$ cat config.mk
export PLATFORM = sky130hd
export DESIGN_NAME = stage_counter
export DESIGN_NICKNAME = d
export VERILOG_FILES = /design/src/rtl/stage_ctl_pkg.sv /design/src/rtl/stage_req_latch.sv /design/src/rtl/stage_div_step.sv /design/src/rtl/stage_arbiter.sv /design/src/rtl/stage_counter.sv
export SDC_FILE = /design/constraint.sdc
export NUM_CORES = 1
export LEC_CHECK = 0
export ABC_AREA = 1
export BUFFER_PORTS_ARGS = -buffer_cell sky130_fd_sc_hd__buf_4
export CAP_MARGIN = 20
export CORE_AREA = 2 2 39 41
export CTS_CLUSTER_DIAMETER = 60
export DETAILED_ROUTE_END_ITERATION = 12
export DIE_AREA = 0 0 41 43
export SLEW_MARGIN = 20
export SYNTH_ARGS = -nofsm -noshare
export SYNTH_HDL_FRONTEND = slang
export SYNTH_SLANG_ARGS = --single-unit
export TNS_END_PERCENT = 100
$ cat constraint.sdc
create_clock -name clk -period 1.29 [get_ports clk]
set_clock_uncertainty 0.2 [all_clocks]
set_input_delay 0 -clock clk [delete_from_list [all_inputs] [get_ports clk]]
set_output_delay 0 -clock clk [all_outputs]
set_load 0.02 [all_outputs]
$ cat src/rtl/stage_ctl_pkg.sv
// Package: shared types and defaults for the instruction stage counter.
// Assumes: nothing; pure declarations.
package stage_ctl_pkg;
    localparam int STAGE_W_DEF = 3;
    localparam int ADDR_W_DEF  = 12;

    // Action chosen by the arbiter for one clock edge.
    typedef enum logic [2:0] {
        ACT_HOLD   = 3'd0,
        ACT_CLEAR  = 3'd1,
        ACT_RESUME = 3'd2,
        ACT_DIVIDE = 3'd3,
        ACT_APPLY  = 3'd4
    } stage_act_e;
endpackage

$ cat src/rtl/stage_req_latch.sv
// Module: holds stage-bit set requests until the end pulse consumes them.
// Assumes: 'consume' is asserted only in a cycle where the arbiter applies
// the requests; requests arriving in that same cycle are consumed with them.
module stage_req_latch (
    input  logic       clk,
    input  logic       rst_n,
    input  logic       set_b0,
    input  logic       set_b1,
    input  logic       consume,
    output logic [1:0] req_eff
);
    logic [1:0] held_q;

    // Effective request: what is held plus what arrives this cycle.
    always_comb req_eff = held_q | {set_b1, set_b0};

    // Latch requests; drop them once consumed.
    always_ff @(posedge clk) begin
        if (!rst_n)       held_q <= '0;
        else if (consume) held_q <= '0;
        else              held_q <= req_eff;
    end

    assert_req_cleared_R4: assert property (@(posedge clk) disable iff (!rst_n)
        consume |=> held_q == 2'b00);
    assert_req_kept_R3: assert property (@(posedge clk) disable iff (!rst_n)
        (!consume && set_b1) |=> held_q[1]);
endmodule

$ cat src/rtl/stage_div_step.sv
// Module: next value of the divide staging order (twisted ring).
// Assumes: WIDTH >= 2; for WIDTH 3 the order is 0,1,3,7,6,4.
module stage_div_step #(
    parameter int WIDTH = 3
) (
    input  logic [WIDTH-1:0] cur,
    output logic [WIDTH-1:0] nxt
);
    // Shift up and feed the inverted top bit into bit 0.
    always_comb nxt = {cur[WIDTH-2:0], ~cur[WIDTH-1]};
endmodule

$ cat src/rtl/stage_arbiter.sv
// Module: picks the one action for this edge and forms the next stage.
// Assumes: req_eff carries held plus new requests; priority is
// clear > resume > divide > apply-at-end-pulse > hold.
module stage_arbiter
    import stage_ctl_pkg::*;
#(
    parameter int STAGE_W = 3
) (
    input  logic [STAGE_W-1:0] cur,
    input  logic [STAGE_W-1:0] div_nxt,
    input  logic [1:0]         req_eff,
    input  logic               end_pulse,
    input  logic               div_step,
    input  logic               clr_stage,
    input  logic               resume_test,
    input  logic               addr_match,
    output logic [STAGE_W-1:0] nxt,
    output logic               consume
);
    localparam logic [STAGE_W-1:0] LOAD_HIT  = STAGE_W'(3);
    localparam logic [STAGE_W-1:0] LOAD_MISS = STAGE_W'(1);

    stage_act_e act;

    // Choose the action by fixed priority.
    always_comb begin
        if (clr_stage)        act = ACT_CLEAR;
        else if (resume_test) act = ACT_RESUME;
        else if (div_step)    act = ACT_DIVIDE;
        else if (end_pulse)   act = ACT_APPLY;
        else                  act = ACT_HOLD;
    end

    // Form next stage value for the chosen action.
    always_comb begin
        unique case (act)
            ACT_CLEAR:  nxt = '0;
            ACT_RESUME: nxt = addr_match ? LOAD_HIT : LOAD_MISS;
            ACT_DIVIDE: nxt = div_nxt;
            ACT_APPLY:  nxt = cur | STAGE_W'(req_eff);
            default:    nxt = cur;
        endcase
    end

    // Requests are used up only when actually applied.
    always_comb consume = (act == ACT_APPLY);
endmodule

$ cat src/rtl/stage_counter.sv
// Module: top of the instruction stage counter.
// Assumes: strobes are one-cycle levels sampled at the rising edge;
// synchronous active-low reset; STAGE_W >= 2.
module stage_counter
    import stage_ctl_pkg::*;
#(
    parameter int STAGE_W = STAGE_W_DEF,
    parameter int ADDR_W  = ADDR_W_DEF,
    parameter logic [ADDR_W-1:0] RESUME_ADDR = ADDR_W'('o17)
) (
    input  logic              clk,
    input  logic              rst_n,
    input  logic              end_pulse,
    input  logic              set_b0,
    input  logic              set_b1,
    input  logic              div_step,
    input  logic              clr_stage,
    input  logic              resume_test,
    input  logic [ADDR_W-1:0] resume_addr,
    output logic [STAGE_W-1:0] stage
);
    logic [STAGE_W-1:0] stage_q;
    logic [STAGE_W-1:0] div_nxt;
    logic [STAGE_W-1:0] stage_d;
    logic [1:0]         req_eff;
    logic               consume;
    logic               addr_match;

    // Resume address comparison.
    always_comb addr_match = (resume_addr == RESUME_ADDR);

    stage_req_latch i_req (
        .clk(clk), .rst_n(rst_n), .set_b0(set_b0), .set_b1(set_b1),
        .consume(consume), .req_eff(req_eff)
    );

    stage_div_step #(.WIDTH(STAGE_W)) i_div (
        .cur(stage_q), .nxt(div_nxt)
    );

    stage_arbiter #(.STAGE_W(STAGE_W)) i_arb (
        .cur(stage_q), .div_nxt(div_nxt), .req_eff(req_eff),
        .end_pulse(end_pulse), .div_step(div_step), .clr_stage(clr_stage),
        .resume_test(resume_test), .addr_match(addr_match),
        .nxt(stage_d), .consume(consume)
    );

    // Stage register.
    always_ff @(posedge clk) begin
        if (!rst_n) stage_q <= '0;
        else        stage_q <= stage_d;
    end

    always_comb stage = stage_q;

    assert_clear_zero_R7: assert property (@(posedge clk) disable iff (!rst_n)
        clr_stage |=> stage == '0);
    assert_resume_load_R8: assert property (@(posedge clk) disable iff (!rst_n)
        (resume_test && !clr_stage) |=>
            stage == (($past(resume_addr) == RESUME_ADDR) ? STAGE_W'(3) : STAGE_W'(1)));
    assert_div_order_R6: assert property (@(posedge clk) disable iff (!rst_n)
        (div_step && !clr_stage && !resume_test) |=>
            stage == {$past(stage[STAGE_W-2:0]), ~$past(stage[STAGE_W-1])});
    assert_idle_hold_R10: assert property (@(posedge clk) disable iff (!rst_n)
        (!end_pulse && !div_step && !clr_stage && !resume_test) |=> $stable(stage));
    assert_apply_sets_R5: assert property (@(posedge clk) disable iff (!rst_n)
        (end_pulse && set_b1 && !div_step && !clr_stage && !resume_test) |=> stage[1]);
endmodule

---- After elaboration in Yosys (flattened, before gate mapping) ----
Cells that the tools add are included.
operators by class
  reduce and logical (&&, ||, !) cells .... 2
  bitwise logic cells ..................... 4
  $lt $le $gt $ge ......................... 0
  add/sub/neg operators ................... 0
  shifts and indexed selects .............. 0
  div/mod/pow operators ................... 0
  muxes and demuxes ....................... 6
  equal/unequal tests ..................... 5
  multipliers ............................. 0
operators by type and width
  kind                                            number
  == test 12 x 4 -> 1 bit, second input constant  1
  2-to-1 mux 3 bit                                4
  case mux 3 bit (4 select lines)                 1
  == test 3 x 2 -> 1 bit, second input constant   2
  nonzero test 4 bit                              1
  == test 3 x 1 -> 1 bit, second input constant   1
  == test 3 bit, second input constant            1
  OR 3 x 2 -> 3 bit                               1
  2-to-1 mux 2 bit                                1
  NOT 1 bit                                       2
  OR 2 bit                                        1
  OR reduction 2 bit                              1
word-level totals
  memories ................................ 0
  memory bits (writable) .................. 0
  output and inout port bits .............. 3
  input bits .............................. 20
  bits in read-only memories .............. 0
  latch bits .............................. 0
  bits in registers ....................... 5
  word-level logic and storage cells ...... 19

---- Longest topological paths before layout ----
  depth after elaboration ................. 6
  gate-level depth with buffers ........... 8
  gate-level depth less buffers ........... 8

---- Hierarchy ----
A second synthesis with hierarchy kept.
unflattened totals
  cells, all modules ...................... 64
  area, all modules ....................... 365.4 µm²
modules (own cells, without submodules)
  module           area an instance (µm²)  sequential area each (µm²)  cells each  instances
  stage_counter    146.4                   60.1                        25          1
  stage_arbiter    127.6                   0.0                         26          1
  stage_req_latch  72.6                    40.0                        10          1
  stage_div_step   18.8                    0.0                         3           1

---- Least setup slack after synthesis ----
Ideal clock, no wire load.
  path kind ............................... reg2reg
  start point ............................. reg stage_q[0], in the netlist stage[0]
  end point ............................... reg stage_q[1], in the netlist stage[1]
  arrival ................................. 0.895 ns
  library setup time ...................... 0.056 ns
  stages on the path, launching flop included .. 7
  slack ................................... 0.139 ns
  path buffers ............................ 0
  clock period less this slack ............ 1.151 ns
  data required time ...................... 1.034 ns
  path through ............................ dfxtp_1 -> inv_1 -> nor3_1 -> nor2_1 -> nand3_1 -> nand2_1 -> inv_1
between the ends
  cells in the longest elaborated chain, start to end .. 1
ends and longest elaborated chain
  item                             line                 source
  from (decl)                      stage_counter.sv:22  logic [STAGE_W-1:0] stage_q;
  from (signal assigned)           stage_counter.sv:51  else stage_q <= stage_d;
  case mux 3 bit (4 select lines)  stage_arbiter.sv:36  unique case (act)
No other way between the ends.
A chain may end at the register's enable or synchronous reset.

---- Worst setup path after layout ----
  start point ............................. in div_step
  end point ............................... reg stage_q[1], in the netlist stage[1]
between the ends
  cells in the longest elaborated chain, start to end .. 5
  elaborated cells between the ends (all ways) .. 9
  those cells by class .................... 4 x eq/ne; 4 x mux; 1 x reduce/logical
ends and longest elaborated chain
  item                                                                   line                 source
  from (decl)                                                            stage_counter.sv:16  input logic div_step,
  2-to-1 mux 3 bit (*)                                                   stage_arbiter.sv:29  else if (div_step) act = ACT_DIVIDE;
  2-to-1 mux 3 bit (*)                                                   stage_arbiter.sv:28  else if (resume_test) act = ACT_RESUME;
  2-to-1 mux 3 bit (*)                                                   stage_arbiter.sv:27  if (clr_stage) act = ACT_CLEAR;
  == test 3 bit (tied with other cells)                                  stage_arbiter.sv:36
  case mux 3 bit (4 select lines) or nonzero test 4 bit (tied branches)  --
Mark *: on every way between the ends. The rest lies on a longest branch, timed or not.

==> results.md <==
- Summed over all nets, the half-perimeter wirelength after detailed placement is 648.3 um.
- In this run the deepest clock path goes through 2 buffers.
- The max-cap check violation count is 0.
- Among cell families on the critical path, the largest total delay comes from buffers and inverters.
- The critical path buffer and inverter count is 2.
- Counting flops and latches in the post-synthesis netlist gives 5.
- At the worst endpoint, the arrival time is 1.20 ns.
- The shortest clock period the worst path allows after layout is 1.210 ns.
- The post-detailed-route DRC marker count is 0.
- The number of cells traversed by the worst hold path is 4.
- Of the synthesized area, sequential elements account for 33.47%.
- The number of optimization iterations in the first detailed-route pass is 1.
- The die is 43 um tall.
- For the pin with the worst max-slew slack, the measured transition is 0.2273 ns.
- The post-route non-filler standard cell count is 110.
- The instance count after placement with tap cells included is 90.
- After synthesis the cells add up to 299.0 um^2.
- The final critical path takes up 93.78% of the cycle.
- The max-slew violation total from the final report is 0.
- For this run the aggregate overflow at the end of global routing stands at 0.
- The achievable frequency is 826.6 MHz.
- The worst reg2reg path startpoint is i_req.held_q[1]$_SDFF_PP0_.
- The die outline area is 1763 um^2.
- The fraction of layout cells with a size suffix above 1 is 37.23%.
- The number of clock sinks seen by CTS is 5.
- The post-layout net count is 115.
- The number of antenna violations at the first check in global routing is 0.
- The number of endpoints with negative hold slack in the final report came to 1.
- Buffers placed on the I/O ports in this run total 22.
- The worst-case IR drop observed on VDD is 0.0004033 V.
- The class of the tightest hold or removal check is input pin to flip-flop.
- The average instance area after synthesis is 5.751 um^2.
- Once the floorplan was initialized, standard cells occupied 21.61% of the core.
- On the critical path, the stage with the largest delay is an instance of sky130_fd_sc_hd__dlygate4sd3_1.
- For this design the ratio of total power to cell area is 691.6 nW/um^2.
- Dividing the detail-routed via count by the number of cells gives 4.264.
- The checks that failed: negative hold slack.
- The routed length per placed instance is 9.591 um.
- The endpoint class of the critical path is a flip-flop.
- The remaining max-slew budget at the tightest pin is 84.80%.
- The number of H-tree branching levels is 1.
- The worst reg2reg path depth is 8.
- The first global-routing pass estimated 1462 um of wire.
- In this run the static leakage power is 0.3637 nW.
- The maximum number of pins on one net before global-route repair is 6.
- The residual antenna-violating net count after detailed routing is 0.
- The warning count from the yosys run is 0.
- The post-layout utilization of the core is 51.81%.
- The signal on the critical path passes through dlygate4sd3_1 -> nor2_4 -> nand3_4 -> nor2_2 -> nor2_1 -> nand3_1 -> nand2_1 -> inv_1.
- The maximum fanout along the worst path is 3.
- The core area is 1384 um^2.
- The number of CTS-inserted buffers is 3.
- The detailed-route wire length is 1055 um.
- Setup repair after global routing left no endpoint under its margin.
- The tree is rooted in a sky130_fd_sc_hd__clkbuf_4.
- Routability-driven placement finished with a final weighted congestion of 0.7302.
- After layout, the design draws a total of 495.8 uW.
- The clock insertion delay at the later pin of the skew report is 0.24 ns.
- In this run the count of I/O pins placed on the die edge is 23.
- The first routing iteration left 0 violations.
- The overall global routing resource usage is 12.59%.
- The sink of the worst hold path is i_req.held_q[1]$_SDFF_PP0_.
- Setup violations remaining at the end of the flow were counted as 0.
- The clock tree from TritonCTS is built.
- For the final routed database, the setup TNS stands at 0 ns.
- Across all hold checks on the routed design, the worst slack comes to -0.005433 ns.
- Clock-pin slew was measured on the worst setup and hold paths at 0.05 ns.
- The synthesized netlist contains 10 unique library cells.
- For this run, the slowest stage of the critical path takes 0.62 ns.
- The run finished, with violations left.
- The critical path class is input pin to flip-flop.
- Summing over every cut layer, the via total after detailed routing is 469.
- Measured along the x axis, the die boundary spans 41 um.
- The type of element launching the critical path is an input pin.
- The area growth from synthesis to layout is 139.7%.
- The antenna diode instance count is 0.
- The number of global-route vias before repair is 449.
- The floorplan row count is 14.
- The worst register-to-register path ends at stage[1]$_SDFFE_PN0P_.
- The number of instances in the synthesized netlist is 52.
- The startpoint identified for the worst hold timing path is set_b1.
- For the worst setup path, the data required time is 1.28 ns.
- The number of nets handed over by synthesis was 72.
- The internal reg-to-reg setup slack is 0.17 ns.
- The count of fill cells added during filler insertion is 134.
-- routing by layer --
| layer | track usage [%] | vias to the layer above | wire (um) | part of all wire (%) |
|---|---|---|---|---|
| li1 | - | 246 | - | - |
| met3 | 3.141 | 2 | 85 | 8.1 |
| met2 | 23.75 | 20 | 556 | 53 |
| met1 | 10.06 | 201 | 398 | 38 |
| met4 | 8.000 | 0 | 15 | 1.4 |
| met5 | 0 | - | 0 | 0 |
-- state kept, by name, summed over array words and instances, names as in the netlist --
signal / flops
stage: 3
i_req.held_q: 2
-- metrics by stage --
step	setup WS [ns]	area [um^2]
final	0.08027	716.9
after global routing	0.01083	716.9
after CTS	0.01394	680.7
after detailed placement	0.2157	484.2
after global placement	0.2296	484.2
after floorplan	0.1394	299.0
-- placed cells by master (no fill, tap or decap), types with 2 or more instances in the layout --
| cell | netlist | final |
|---|---|---|
| sky130_fd_sc_hd__nand3_1 | 5 | 4 |
| sky130_fd_sc_hd__inv_2 | 0 | 2 |
| sky130_fd_sc_hd__nand2_2 | 0 | 2 |
| sky130_fd_sc_hd__nor2_2 | 1 | 2 |
| sky130_fd_sc_hd__nor3_1 | 2 | 2 |
| sky130_fd_sc_hd__dlymetal6s4s_1 | 0 | 2 |
| sky130_fd_sc_hd__nand2_1 | 11 | 9 |
| sky130_fd_sc_hd__dfxtp_1 | 5 | 5 |
| sky130_fd_sc_hd__buf_4 | 0 | 21 |
| sky130_fd_sc_hd__clkbuf_4 | 0 | 3 |
| sky130_fd_sc_hd__nor2_1 | 11 | 9 |
| sky130_fd_sc_hd__inv_1 | 10 | 7 |
| sky130_fd_sc_hd__a21oi_1 | 5 | 4 |
| sky130_fd_sc_hd__dlygate4sd3_1 | 0 | 15 |
-- worst max path at each step --
stage | start | cells after the start | endpoint | slack, ns
after floorplan | stage[0]$_SDFFE_PN0P_ | 6 | stage[1]$_SDFFE_PN0P_ | 0.14
after global placement | i_req.held_q[1]$_SDFF_PP0_ | 8 | stage[1]$_SDFFE_PN0P_ | 0.23
after detailed placement | i_req.held_q[1]$_SDFF_PP0_ | 8 | stage[1]$_SDFFE_PN0P_ | 0.22
after CTS | div_step | 7 | stage[0]$_SDFFE_PN0P_ | 0.01
after global routing | div_step | 8 | stage[1]$_SDFFE_PN0P_ | 0.01
final | div_step | 8 | stage[1]$_SDFFE_PN0P_ | 0.08
-- synth_stat cells (all sizes together) --
cell	number	share of area (%)
nor2	12	16
nand2	11	14
inv	10	13
a21oi	5	8.4
dfxtp	5	33
nand3	5	8.4
nor3	2	3.3
nand3b	1	2.5
o21ai	1	1.7
-- worst register-to-register path, stage by stage (launching register included) --
cell and delay [ns]:
sky130_fd_sc_hd__dfxtp_1 0.29, sky130_fd_sc_hd__inv_1 0.07, sky130_fd_sc_hd__nand2_2 0.06, sky130_fd_sc_hd__nor2_2 0.10, sky130_fd_sc_hd__nor2_2 0.04, sky130_fd_sc_hd__nor2_1 0.09, sky130_fd_sc_hd__nand3_1 0.07, sky130_fd_sc_hd__nand2_1 0.07
sky130_fd_sc_hd__inv_1 0.03
-- area by class of cell --
class	instances	area [um^2]	area share, %
tap	16	20.02	2.792
clock buffer	4	26.28	3.665
sequential	5	100.1	13.96
multi-input combinational	37	196.4	27.40
inverter	10	41.29	5.759
timing repair buffer	38	332.8	46.42
-- kinds of logic (layout without fill, tap and decap cells) --
family	Yosys count	count (layout)	synth area share (%)
flip-flops	5	5	33.47
AND/OR/NAND/NOR	31	31	43.93
AO/OA/AOI/OAI	6	6	10.04
buffers and inverters	10	52	12.55
-- where the power goes --
part / leakage [nW] / total (mW) / internal (mW) / switching [mW]
Sequential: 0.0412 / 0.166 / 0.163 / 0.00335
Clock: 0.0150 / 0.183 / 0.117 / 0.0655
Combinational: 0.308 / 0.147 / 0.0907 / 0.0566
Total: 0.364 / 0.496 / 0.370 / 0.125
-- timing repair --
action,4_1_cts,5_1_grt
setup endpoints to repair,0,2
hold buffers,17,0
setup buffers,0,1
hold endpoints to repair,5,0
resized for setup,0,15
Power figures use the tool's default switching activity.
